## src/rtl/dma_mbuf_pkg.sv

```systemverilog
package dma_mbuf_pkg;
    typedef enum logic [1:0] {
        ST_IDLE  = 2'd0,
        ST_RUN   = 2'd1,
        ST_STALL = 2'd2
    } chan_state_e;
endpackage

```

## src/rtl/dma_mbuf_fsm.sv

```systemverilog
module dma_mbuf_fsm
    import dma_mbuf_pkg::*;
(
    input  logic        clk,
    input  logic        rst_n,
    input  logic        glb_en,
    input  logic        ch_en_set,
    input  logic        ch_en_clr,
    input  logic        keep_wr,
    input  logic        auto_mode,
    input  logic        btc_unmask,
    input  logic        last_beat,
    output chan_state_e state,
    output logic        start,
    output logic        beat,
    output logic        buf_done,
    output logic        chain_done
);
    chan_state_e state_q, state_d;

    always_ff @(posedge clk or negedge rst_n) begin
        if (!rst_n) state_q <= ST_IDLE;
        else        state_q <= state_d;
    end

    always_comb begin
        state_d = state_q;
        unique case (state_q)
            ST_IDLE: begin
                if (ch_en_set && glb_en && !ch_en_clr) state_d = ST_RUN;
            end
            ST_RUN: begin
                if (ch_en_clr)           state_d = ST_IDLE;
                else if (last_beat) begin
                    if (!auto_mode)      state_d = ST_IDLE;
                    else if (btc_unmask) state_d = ST_STALL;
                    else                 state_d = ST_RUN;
                end
            end
            ST_STALL: begin
                if (ch_en_clr)    state_d = ST_IDLE;
                else if (keep_wr) state_d = ST_RUN;
            end
            default: state_d = ST_IDLE;
        endcase
    end

    always_comb begin
        state      = state_q;
        start      = (state_q == ST_IDLE) && ch_en_set && glb_en && !ch_en_clr;
        beat       = (state_q == ST_RUN);
        buf_done   = beat && last_beat && !ch_en_clr;
        chain_done = buf_done && !auto_mode;
    end

    a_r8_stall_needs_keep: assert property (@(posedge clk) disable iff (!rst_n)
        (state_q == ST_STALL && !keep_wr && !ch_en_clr) |=> (state_q == ST_STALL));
    a_r11_disable_idles: assert property (@(posedge clk) disable iff (!rst_n)
        ch_en_clr |=> (state_q == ST_IDLE));
endmodule

```

## src/rtl/dma_mbuf_beatcnt.sv

```systemverilog
module dma_mbuf_beatcnt #(
    parameter int LW = 16
) (
    input  logic          clk,
    input  logic          rst_n,
    input  logic          start,
    input  logic          beat,
    input  logic [LW-1:0] buf_len,
    output logic          last_beat
);
    localparam int CW = LW + 1;

    logic [LW-1:0] len_q;
    logic [LW-1:0] cnt_q;
    logic [CW-1:0] cnt_inc;

    assign cnt_inc   = {1'b0, cnt_q} + CW'(1);
    assign last_beat = (cnt_inc >= {1'b0, len_q});

    always_ff @(posedge clk or negedge rst_n) begin
        if (!rst_n) begin
            len_q <= '0;
            cnt_q <= '0;
        end else if (start) begin
            len_q <= buf_len;
            cnt_q <= '0;
        end else if (beat) begin
            cnt_q <= last_beat ? '0 : cnt_inc[LW-1:0];
        end
    end
endmodule

```

## src/rtl/dma_mbuf_addr.sv

```systemverilog
module dma_mbuf_addr #(
    parameter int AW     = 32,
    parameter int STEP   = 4,
    parameter bit RELOAD = 1'b0
) (
    input  logic          clk,
    input  logic          rst_n,
    input  logic          start,
    input  logic          beat,
    input  logic          buf_done,
    input  logic [AW-1:0] start_val,
    output logic [AW-1:0] addr
);
    logic [AW-1:0] addr_q;
    logic [AW-1:0] addr_next;

    assign addr_next = addr_q + AW'(STEP);
    assign addr      = addr_q;

    generate
        if (RELOAD) begin : g_reload
            logic [AW-1:0] base_q;
            always_ff @(posedge clk or negedge rst_n) begin
                if (!rst_n) begin
                    base_q <= '0;
                    addr_q <= '0;
                end else if (start) begin
                    base_q <= start_val;
                    addr_q <= start_val;
                end else if (beat) begin
                    addr_q <= buf_done ? base_q : addr_next;
                end
            end
            a_r4_src_reload: assert property (@(posedge clk) disable iff (!rst_n)
                buf_done |=> (addr_q == base_q));
        end else begin : g_continue
            always_ff @(posedge clk or negedge rst_n) begin
                if (!rst_n)     addr_q <= '0;
                else if (start) addr_q <= start_val;
                else if (beat)  addr_q <= addr_next;
            end
        end
    endgenerate
endmodule

```

## src/rtl/dma_mbuf_irq.sv

```systemverilog
module dma_mbuf_irq (
    input  logic clk,
    input  logic rst_n,
    input  logic buf_done,
    input  logic chain_done,
    input  logic irq_clr,
    output logic btc_flag,
    output logic cbtc_flag
);
    always_ff @(posedge clk or negedge rst_n) begin
        if (!rst_n) begin
            btc_flag  <= 1'b0;
            cbtc_flag <= 1'b0;
        end else begin
            if (buf_done)     btc_flag <= 1'b1;
            else if (irq_clr) btc_flag <= 1'b0;
            if (chain_done)   cbtc_flag <= 1'b1;
            else if (irq_clr) cbtc_flag <= 1'b0;
        end
    end

    a_r6_btc_sticky: assert property (@(posedge clk) disable iff (!rst_n)
        (btc_flag && !irq_clr) |=> btc_flag);
    a_r12_set_wins: assert property (@(posedge clk) disable iff (!rst_n)
        (buf_done && irq_clr) |=> btc_flag);
endmodule

```

## src/rtl/dma_mbuf_chan.sv

```systemverilog
module dma_mbuf_chan
    import dma_mbuf_pkg::*;
#(
    parameter int AW         = 32,
    parameter int LW         = 16,
    parameter int BEAT_BYTES = 4
) (
    input  logic          clk,
    input  logic          rst_n,
    input  logic          glb_en,
    input  logic          ch_en_set,
    input  logic          ch_en_clr,
    input  logic          keep_wr,
    input  logic          auto_mode,
    input  logic          btc_unmask,
    input  logic          irq_clr,
    input  logic [AW-1:0] src_start,
    input  logic [AW-1:0] dst_start,
    input  logic [LW-1:0] buf_len,
    output logic          ch_enabled,
    output logic          stalled,
    output logic          btc_flag,
    output logic          cbtc_flag,
    output logic          mem_valid,
    output logic [AW-1:0] mem_src_addr,
    output logic [AW-1:0] mem_dst_addr
);
    chan_state_e state;
    logic start, beat, buf_done, chain_done, last_beat;

    dma_mbuf_fsm u_fsm (
        .clk(clk), .rst_n(rst_n), .glb_en(glb_en), .ch_en_set(ch_en_set),
        .ch_en_clr(ch_en_clr), .keep_wr(keep_wr), .auto_mode(auto_mode),
        .btc_unmask(btc_unmask), .last_beat(last_beat), .state(state),
        .start(start), .beat(beat), .buf_done(buf_done), .chain_done(chain_done)
    );

    dma_mbuf_beatcnt #(.LW(LW)) u_cnt (
        .clk(clk), .rst_n(rst_n), .start(start), .beat(beat),
        .buf_len(buf_len), .last_beat(last_beat)
    );

    dma_mbuf_addr #(.AW(AW), .STEP(BEAT_BYTES), .RELOAD(1'b1)) u_src (
        .clk(clk), .rst_n(rst_n), .start(start), .beat(beat),
        .buf_done(buf_done), .start_val(src_start), .addr(mem_src_addr)
    );

    dma_mbuf_addr #(.AW(AW), .STEP(BEAT_BYTES), .RELOAD(1'b0)) u_dst (
        .clk(clk), .rst_n(rst_n), .start(start), .beat(beat),
        .buf_done(buf_done), .start_val(dst_start), .addr(mem_dst_addr)
    );

    dma_mbuf_irq u_irq (
        .clk(clk), .rst_n(rst_n), .buf_done(buf_done), .chain_done(chain_done),
        .irq_clr(irq_clr), .btc_flag(btc_flag), .cbtc_flag(cbtc_flag)
    );

    always_comb begin
        ch_enabled = (state != ST_IDLE);
        stalled    = (state == ST_STALL);
        mem_valid  = (state == ST_RUN);
    end

    a_r1_start_gated: assert property (@(posedge clk) disable iff (!rst_n)
        $rose(ch_enabled) |-> $past(glb_en && ch_en_set));
    a_r8_stall_quiet: assert property (@(posedge clk) disable iff (!rst_n)
        stalled |-> !mem_valid);
    a_r5_dst_contiguous: assert property (@(posedge clk) disable iff (!rst_n)
        (mem_valid && $past(mem_valid)) |-> (mem_dst_addr == $past(mem_dst_addr) + AW'(BEAT_BYTES)));
    a_r7_chain_ends: assert property (@(posedge clk) disable iff (!rst_n)
        $rose(cbtc_flag) |-> !ch_enabled);
endmodule

```

## config.mk

```make
export PLATFORM = sky130hd
export DESIGN_NAME = dma_mbuf_chan
export DESIGN_NICKNAME = d
export VERILOG_FILES = /design/src/rtl/dma_mbuf_pkg.sv /design/src/rtl/dma_mbuf_fsm.sv /design/src/rtl/dma_mbuf_beatcnt.sv /design/src/rtl/dma_mbuf_addr.sv /design/src/rtl/dma_mbuf_irq.sv /design/src/rtl/dma_mbuf_chan.sv
export SDC_FILE = /design/constraint.sdc
export NUM_CORES = 1
export LEC_CHECK = 0
export ABC_CLOCK_PERIOD_IN_PS = 4300
export BUFFER_PORTS_ARGS = -buffer_cell sky130_fd_sc_hd__buf_4
export CAP_MARGIN = 5
export CELL_PAD_IN_SITES_DETAIL_PLACEMENT = 1
export CELL_PAD_IN_SITES_GLOBAL_PLACEMENT = 1
export CORE_ASPECT_RATIO = 0.5
export CORE_MARGIN = 8
export CORE_UTILIZATION = 43
export CTS_BUF_LIST = sky130_fd_sc_hd__clkbuf_8
export DETAILED_ROUTE_END_ITERATION = 8
export GPL_TIMING_DRIVEN = 0
export PLACE_DENSITY = 0.89
export RECOVER_POWER = 50
export SYNTH_ARGS = -nofsm -noshare
export SYNTH_HDL_FRONTEND = slang
export SYNTH_SLANG_ARGS = --single-unit
export TNS_END_PERCENT = 30
```

## constraint.sdc

```tcl
create_clock -name clk -period 4.3 [get_ports clk]
set_clock_uncertainty 0.15 [all_clocks]
set_input_delay 0.43 -clock clk [delete_from_list [all_inputs] [get_ports clk]]
set_output_delay 0.43 -clock clk [all_outputs]
set_load 0.05 [all_outputs]
```

==> results of run 1 <==
registers in the layout, summed over array words and instances, names as in the netlist:
register,count
u_cnt.cnt_q,16
u_cnt.len_q,16
u_dst.addr,32
u_fsm.state,2
u_irq.btc_flag,1
u_irq.cbtc_flag,1
u_src.addr,32
u_src.g_reload.base_q,32
cells in the mapped netlist, drive strengths merged, types with 7 or more instances:
cell and count:
and3 15, nor2 35, clkbuf 25, nand4 29, a22o 8, a22oi 8
xnor2 29, nand3 42, o221a 10, inv 24, o21ai 48, ha 19
a31oi 13, o211ai 21, nand2 178, xor2 25, o311ai 9, nor3 12
buf 22, and4 7, dfrtp 132, a21oi 24
final timing paths:
kind | slack, ns | start | end
setup / recovery | 0.22 | u_cnt.cnt_q[0]$_DFFE_PN0N_ | u_src.addr[15]$_DFFE_PN0N_
hold / removal | 0.02 | dst_start[0] | u_dst.addr[0]$_DFFE_PN0P_
setup reg to reg | 0.22 | u_cnt.cnt_q[0]$_DFFE_PN0N_ | u_src.addr[15]$_DFFE_PN0N_
hold reg to reg | 0.34 | u_src.g_reload.base_q[3]$_DFFE_PN0P_ | u_src.g_reload.base_q[3]$_DFFE_PN0P_
max in group asynchronous | 1.37 | rst_n | u_src.addr[21]$_DFFE_PN0N_
min in group asynchronous | 1.17 | rst_n | u_dst.addr[9]$_DFFE_PN0N_
layout make-up:
cell class | count | area, sq um | share of cell area
Tap cell | 234 | 293 | 0.0317
Timing Repair Buffer | 158 | 1080 | 0.117
Clock inverter | 13 | 205 | 0.0222
Clock buffer | 19 | 262 | 0.0283
Buffer | 47 | 229 | 0.0248
Sequential cell | 132 | 3300 | 0.358
Multi-Input combinational cell | 601 | 3780 | 0.409
Inverter | 24 | 90.1 | 0.00975
worst reg2reg max path: stages (launching register included):
cell and delay (ns):
dfrtp_1 0.45, ha_1 0.31, nand3_2 0.17, nor3_4 0.35, and3_1 0.28, xor2_1 0.20
ha_1 0.27, nand3_1 0.16, nor3_1 0.10, or3_4 0.42, a211oi_4 0.49, nor2_2 0.16
buf_6 0.20, o311ai_2 0.27
metrics by stage:
stage,cell area (sq um),utilization
6_report,9240,0.540
5_1_grt,9240,0.540
4_1_cts,9370,0.548
3_5_place_dp,8890,0.520
3_3_place_gp,8860,0.518
2_1_floorplan,7390,-
cell families (layout without fill, tap and decap cells):
kind of cell,Yosys count,count (layout),synth area share
and+or+nand+nor,347,347,0.228
DFF,132,132,0.447
buffers and inverters,71,261,0.0431
AOI/OAI and AO/OA,178,178,0.182
xor gates and xnor gates,54,54,0.0640
adders and majority gates,19,19,0.0321
muxes,3,3,0.00457
repair_timing:
action | 4_1_cts | 5_1_grt
endpoints found under the hold margin | 41 | 0
endpoints found under the setup margin | 0 | 19
buffers inserted | 0 | 0
hold buffers | 1 | 0
gates resized for setup | 0 | 1
power groups by stage:
stage | combinational (mW) | clock (mW) | sequential (mW)
floorplan | 1.07 | 0 | 2.88
detailed placement | 2.87 | 0 | 2.15
global route | 2.96 | 1.33 | 2.21
global placement | 2.78 | 0 | 2.13
CTS | 2.89 | 1.28 | 2.14
finish | 2.79 | 1.27 | 2.16
routing by layer:
metal | vias to the layer above | wire [microns] | global-route usage
li1 | 3242 | - | -
met1 | 3635 | 13800 | 0.374
met2 | 403 | 12100 | 0.387
met3 | 50 | 2740 | 0.0839
met4 | 2 | 455 | 0.0689
met5 | - | 13 | 0
cells in the final DEF, fill, tap and decap left out, drive strengths merged, types with 25 or more instances in the layout:
cell      n
xor2     25
clkbuf   79
nand3    42
nand2   178
dfrtp   132
nand4    29
buf     144
nor2     35
o21ai    48
xnor2    29
==> results.cfg, run 1 <==
[status]
status = finished, violations left
violations = capacitance limit, slew limit

[min_path]
whs_path_depth = 3
hold_class = primary input to flip-flop

[clock_tree]
cts.path.max_buffers = 2
clockRootBuffer = clkbuf_8
tritoncts = done
cts_sinks = 132
path_clk_slew_ns = 0.08
cts_max_level = 4
numCtsBuffers = 17
insertion_delay_ns = 0.46

[timing]
rsz0062_at_grt = false
setup_tns_ns = 0
slew_viol_final = 42
setup_violations = 0
fin_hold_ws_ns = 0.0182
finalCriticalPeriod_ns = 4.08
tightest_slew_ns = 2.56
relSlewSlack = -0.704
hold_viol_final = 0
final.setup.worst_slack_ns = 0.220
fmax_mhz = 245
min_period_over_period = 0.949

[synthesis]
avgSynthCellArea_sq_um = 9.20
syn_nets = 912
ys_top_cells_by_area = dfrtp_1, nand2_1, xnor2_1
syn_inst = 804
syn_area_sq_um = 7390
synth_flop_cell = dfrtp_1
synth_top_cell_area_share = 0.447
synthArstFlopShare = 1.00
synth_cell_types = 72
synth_edf_count = 0
ys.warnings.count = 0
synth_seq_cells = 132
ys_seq_area_frac = 0.447
synth_top_area_cell = dfrtp_1

[die]
die_w_microns = 201
die_y_microns = 109
dieArea_sq_um = 21900
io_pins = 158
start_util = 0.432
rows = 34
core-area_sq_um = 17100

[flow_run]
drv_cap = 1

[route]
first_iter_violations = 668
dr_total_vias = 7332
vias_per_cell = 5.97
final_antenna_net_count = 0
routedWlPerCell_microns = 23.8
first_pass_iters = 5
drc_errors = 0
routed_wl_microns = 29200

[place]
place_hpwl_microns = 21900
port-buffer-count = 156
dp_slack_ns = 0.299
dp_cells = 1195
gp_congestion = 0.890

[layout]
area_delta_synth_final_pct = 24.9
stdcell_count = 1228
fin_nets = 1089
final_layout_size_suffix_gt1_frac = 0.220
fillers = 2075
antennaDiodeCount = 0

[pwr]
clkPwrFrac = 0.204
peakVddDrop_mv = 0.316
p_leak_nw = 4.08
swShare = 0.482
power_density_nw_per_um2 = 673
cell_internal_pwr_mw = 3.22
sequentialPowerShare = 0.348
p_comb_frac = 0.448
power.switching_mw = 3.00
totalPowerFinal_mw = 6.22

[setup_path]
crit_arrival_ns = 4.27
crit_family = simple AND/OR/NAND/NOR gates
end_kind = flip-flop
slowest_delay_ns = 0.49
cp_num_cells = 13
cp_slowest_cell = a211oi_4
crit_chain = ha_1, nand3_2, nor3_4, and3_1, xor2_1, ha_1, nand3_1, nor3_1, or3_4, a211oi_4, nor2_2, buf_6, o311ai_2
path_buf_inv = 1
worstPathMaxFanout = 10
required_ns = 4.49
cp-start-kind = flip-flop
worstRegToRegCells = 13
cpMostUsedCell = ha_1
critPathKind = flip-flop to flip-flop

[global_routing]
grt_pass1_wl_microns = 45200
grt-ovfl-total = 0
grt_pass1_vias = 7693
grtUsageTotal = 0.264
antenna_found_initial = 1
grt_max_degree = 92
Power figures use the tool's default switching activity.
==> run 2: changes to the inputs <==
--- a/config.mk
+++ b/config.mk
@@ -5,18 +5,17 @@
 export SDC_FILE = /design/constraint.sdc
 export NUM_CORES = 1
 export LEC_CHECK = 0
-export ABC_CLOCK_PERIOD_IN_PS = 4300
 export BUFFER_PORTS_ARGS = -buffer_cell sky130_fd_sc_hd__buf_4
 export CAP_MARGIN = 5
 export CELL_PAD_IN_SITES_DETAIL_PLACEMENT = 1
 export CELL_PAD_IN_SITES_GLOBAL_PLACEMENT = 1
 export CORE_ASPECT_RATIO = 0.5
 export CORE_MARGIN = 8
-export CORE_UTILIZATION = 43
+export CORE_UTILIZATION = 38
 export CTS_BUF_LIST = sky130_fd_sc_hd__clkbuf_8
 export DETAILED_ROUTE_END_ITERATION = 8
 export GPL_TIMING_DRIVEN = 0
-export PLACE_DENSITY = 0.89
+export PLACE_DENSITY = 0.81
 export RECOVER_POWER = 50
 export SYNTH_ARGS = -nofsm -noshare
 export SYNTH_HDL_FRONTEND = slang
==> run 2 against run 1 <==
Effect of this change: the run still ends with capacitance limit, slew limit left; maximum frequency grew 0.62%; routed wire length down 5.4%; first-iteration DRC count down 28%; clock-buffer cell count did not move; final cell count up 2.9%; sequential cell count unchanged.
==> results.cfg, run 2 (synthesis results as in run 1) <==
[pwr]
sequentialPowerShare = 0.346
peakVddDrop_mv = 0.342
clkPwrFrac = 0.205
p_leak_nw = 4.12
power_density_nw_per_um2 = 664
swShare = 0.477
power.switching_mw = 2.95
totalPowerFinal_mw = 6.18
cell_internal_pwr_mw = 3.23
p_comb_frac = 0.449

[timing]
setup_violations = 0
min_period_over_period = 0.943
relSlewSlack = -0.975
finalCriticalPeriod_ns = 4.06
hold_viol_final = 0
tightest_slew_ns = 2.96
setup_tns_ns = 0
rsz0062_at_grt = false
fmax_mhz = 247
slew_viol_final = 49

[layout]
post-route-cell-area_sq_um = 9310
stdcell_count = 1264
fin_nets = 1093
layout_commonest_cell = nand2_1
multiInputGateArea_sq_um = 3780
fillers = 2319
final_layout_size_suffix_gt1_frac = 0.222
area_delta_synth_final_pct = 25.8
regArea_sq_um = 3300
antennaDiodeCount = 0
layout_common_cells = nand2_1, dfrtp_1, buf_4

[clock_tree]
cts_sinks = 132
tritoncts = done
insertion_delay_ns = 0.46
numCtsBuffers = 17
cts.path.max_buffers = 2
clockRootBuffer = clkbuf_8
path_clk_slew_ns = 0.09
cts_max_level = 4

[die]
dieArea_sq_um = 24500
start_util = 0.384
core-area_sq_um = 19300
rows = 36
io_pins = 158
die_w_microns = 213
die_y_microns = 115

[status]
status = finished, violations left
violations = capacitance limit, slew limit

[setup_path]
worstPathMaxFanout = 10
startpoint = u_cnt.cnt_q[0]$_DFFE_PN0N_
end_kind = flip-flop
crit_arrival_ns = 4.27
critPathKind = flip-flop to flip-flop
required_ns = 4.52
r2r_start = u_cnt.cnt_q[0]$_DFFE_PN0N_
cp-start-kind = flip-flop

[min_path]
hold_start = auto_mode
hold_class = primary input to flip-flop

[global_routing]
antenna_found_initial = 0
grt_pass1_wl_microns = 43200
grt_pass1_vias = 7813
grt-ovfl-total = 0
grt_max_degree = 85
grtUsageTotal = 0.227

[route]
first_pass_iters = 5
final_antenna_net_count = 0
vias_per_cell = 5.64
dr_total_vias = 7135
drc_errors = 0
routed_wl_microns = 27600
routedWlPerCell_microns = 21.8
first_iter_violations = 483

[place]
dpl_cell_area_sq_um = 8930
port-buffer-count = 156
gp_congestion = 0.885
dp_cells = 1227
place_hpwl_microns = 20300

[flow_run]
drv_cap = 1
run 2: changes by cell type in the layout (fill, tap and decap cells not counted):
cell	previous run	this run
dlygate4sd3_1	1	2
clkinv_4	0	2
buf_2	8	9
clkinvlp_4	6	1
clkinv_2	2	4
inv_6	0	1
buf_4	126	128
run 2: metrics by stage:
step           hold slack (ns)   util  setup WS [ns]
2_1_floorplan          -0.0156      -          0.927
3_3_place_gp             0.299  0.462          0.310
3_5_place_dp             0.261  0.463          0.165
4_1_cts                0.00807  0.488          0.122
5_1_grt                0.00481  0.483         0.0544
6_report                0.0164  0.483          0.245
run 2: final cells by class:
class                           count  share of cell area
Sequential cell                   132               0.355
Multi-Input combinational cell    601               0.406
Clock inverter                     13              0.0219
Tap cell                          266              0.0358
Inverter                           24             0.00968
Timing Repair Buffer              162               0.119
Buffer                             47              0.0246
Clock buffer                       19              0.0281
run 2: repair_timing:
| item | in CTS | in global routing |
|---|---|---|
| hold buffers | 2 | 0 |
| endpoints found under the setup margin | 0 | 15 |
| setup buffers | 0 | 2 |
| endpoints found under the hold margin | 49 | 0 |
| resized for setup | 0 | 1 |
run 2: path summary, 6_finish.rpt:
| path | end | slack [ns] | cells past startpoint |
|---|---|---|---|
| min reg2reg | u_src.g_reload.base_q[22]$_DFFE_PN0P_ | 0.33 | 2 |
| max | u_cnt.cnt_q[11]$_DFFE_PN0N_ | 0.24 | 13 |
| max reg2reg | u_cnt.cnt_q[11]$_DFFE_PN0N_ | 0.24 | 13 |
| min in group asynchronous | u_src.addr[1]$_DFFE_PN0P_ | 1.31 | 2 |
| max in group asynchronous | u_cnt.len_q[2]$_DFFE_PN0P_ | 0.98 | 2 |
| min | u_irq.cbtc_flag$_DFFE_PN0P_ | 0.02 | 2 |
run 2: power by group through the flow:
stage	Clock [mW]	Sequential, mW	Combinational, mW
after CTS	1.27	2.12	2.89
after floorplan	0	2.88	1.07
after detailed placement	0	2.14	2.86
after global routing	1.33	2.19	2.96
after global placement	0	2.11	2.77
final	1.27	2.14	2.78
run 2: critical path, stage by stage (launching register included):
cell and delay [ns]:
dfrtp_1 0.47, ha_1 0.30, nand3_2 0.16, nor3_4 0.31
and3_1 0.27, xor2_1 0.20, ha_1 0.28, nand3_1 0.16
nor3_1 0.11, or3_4 0.42, a2111oi_4 0.55, buf_4 0.29
nand2_1 0.09, a31oi_1 0.19
run 2: routing by layer:
metal  wire length, microns  part of all wire  track usage
met1                  11500              0.42        0.273
met5                      0                 0            0
met2                  13700              0.50        0.389
met3                   1540             0.056       0.0557
met4                    808             0.029       0.0841
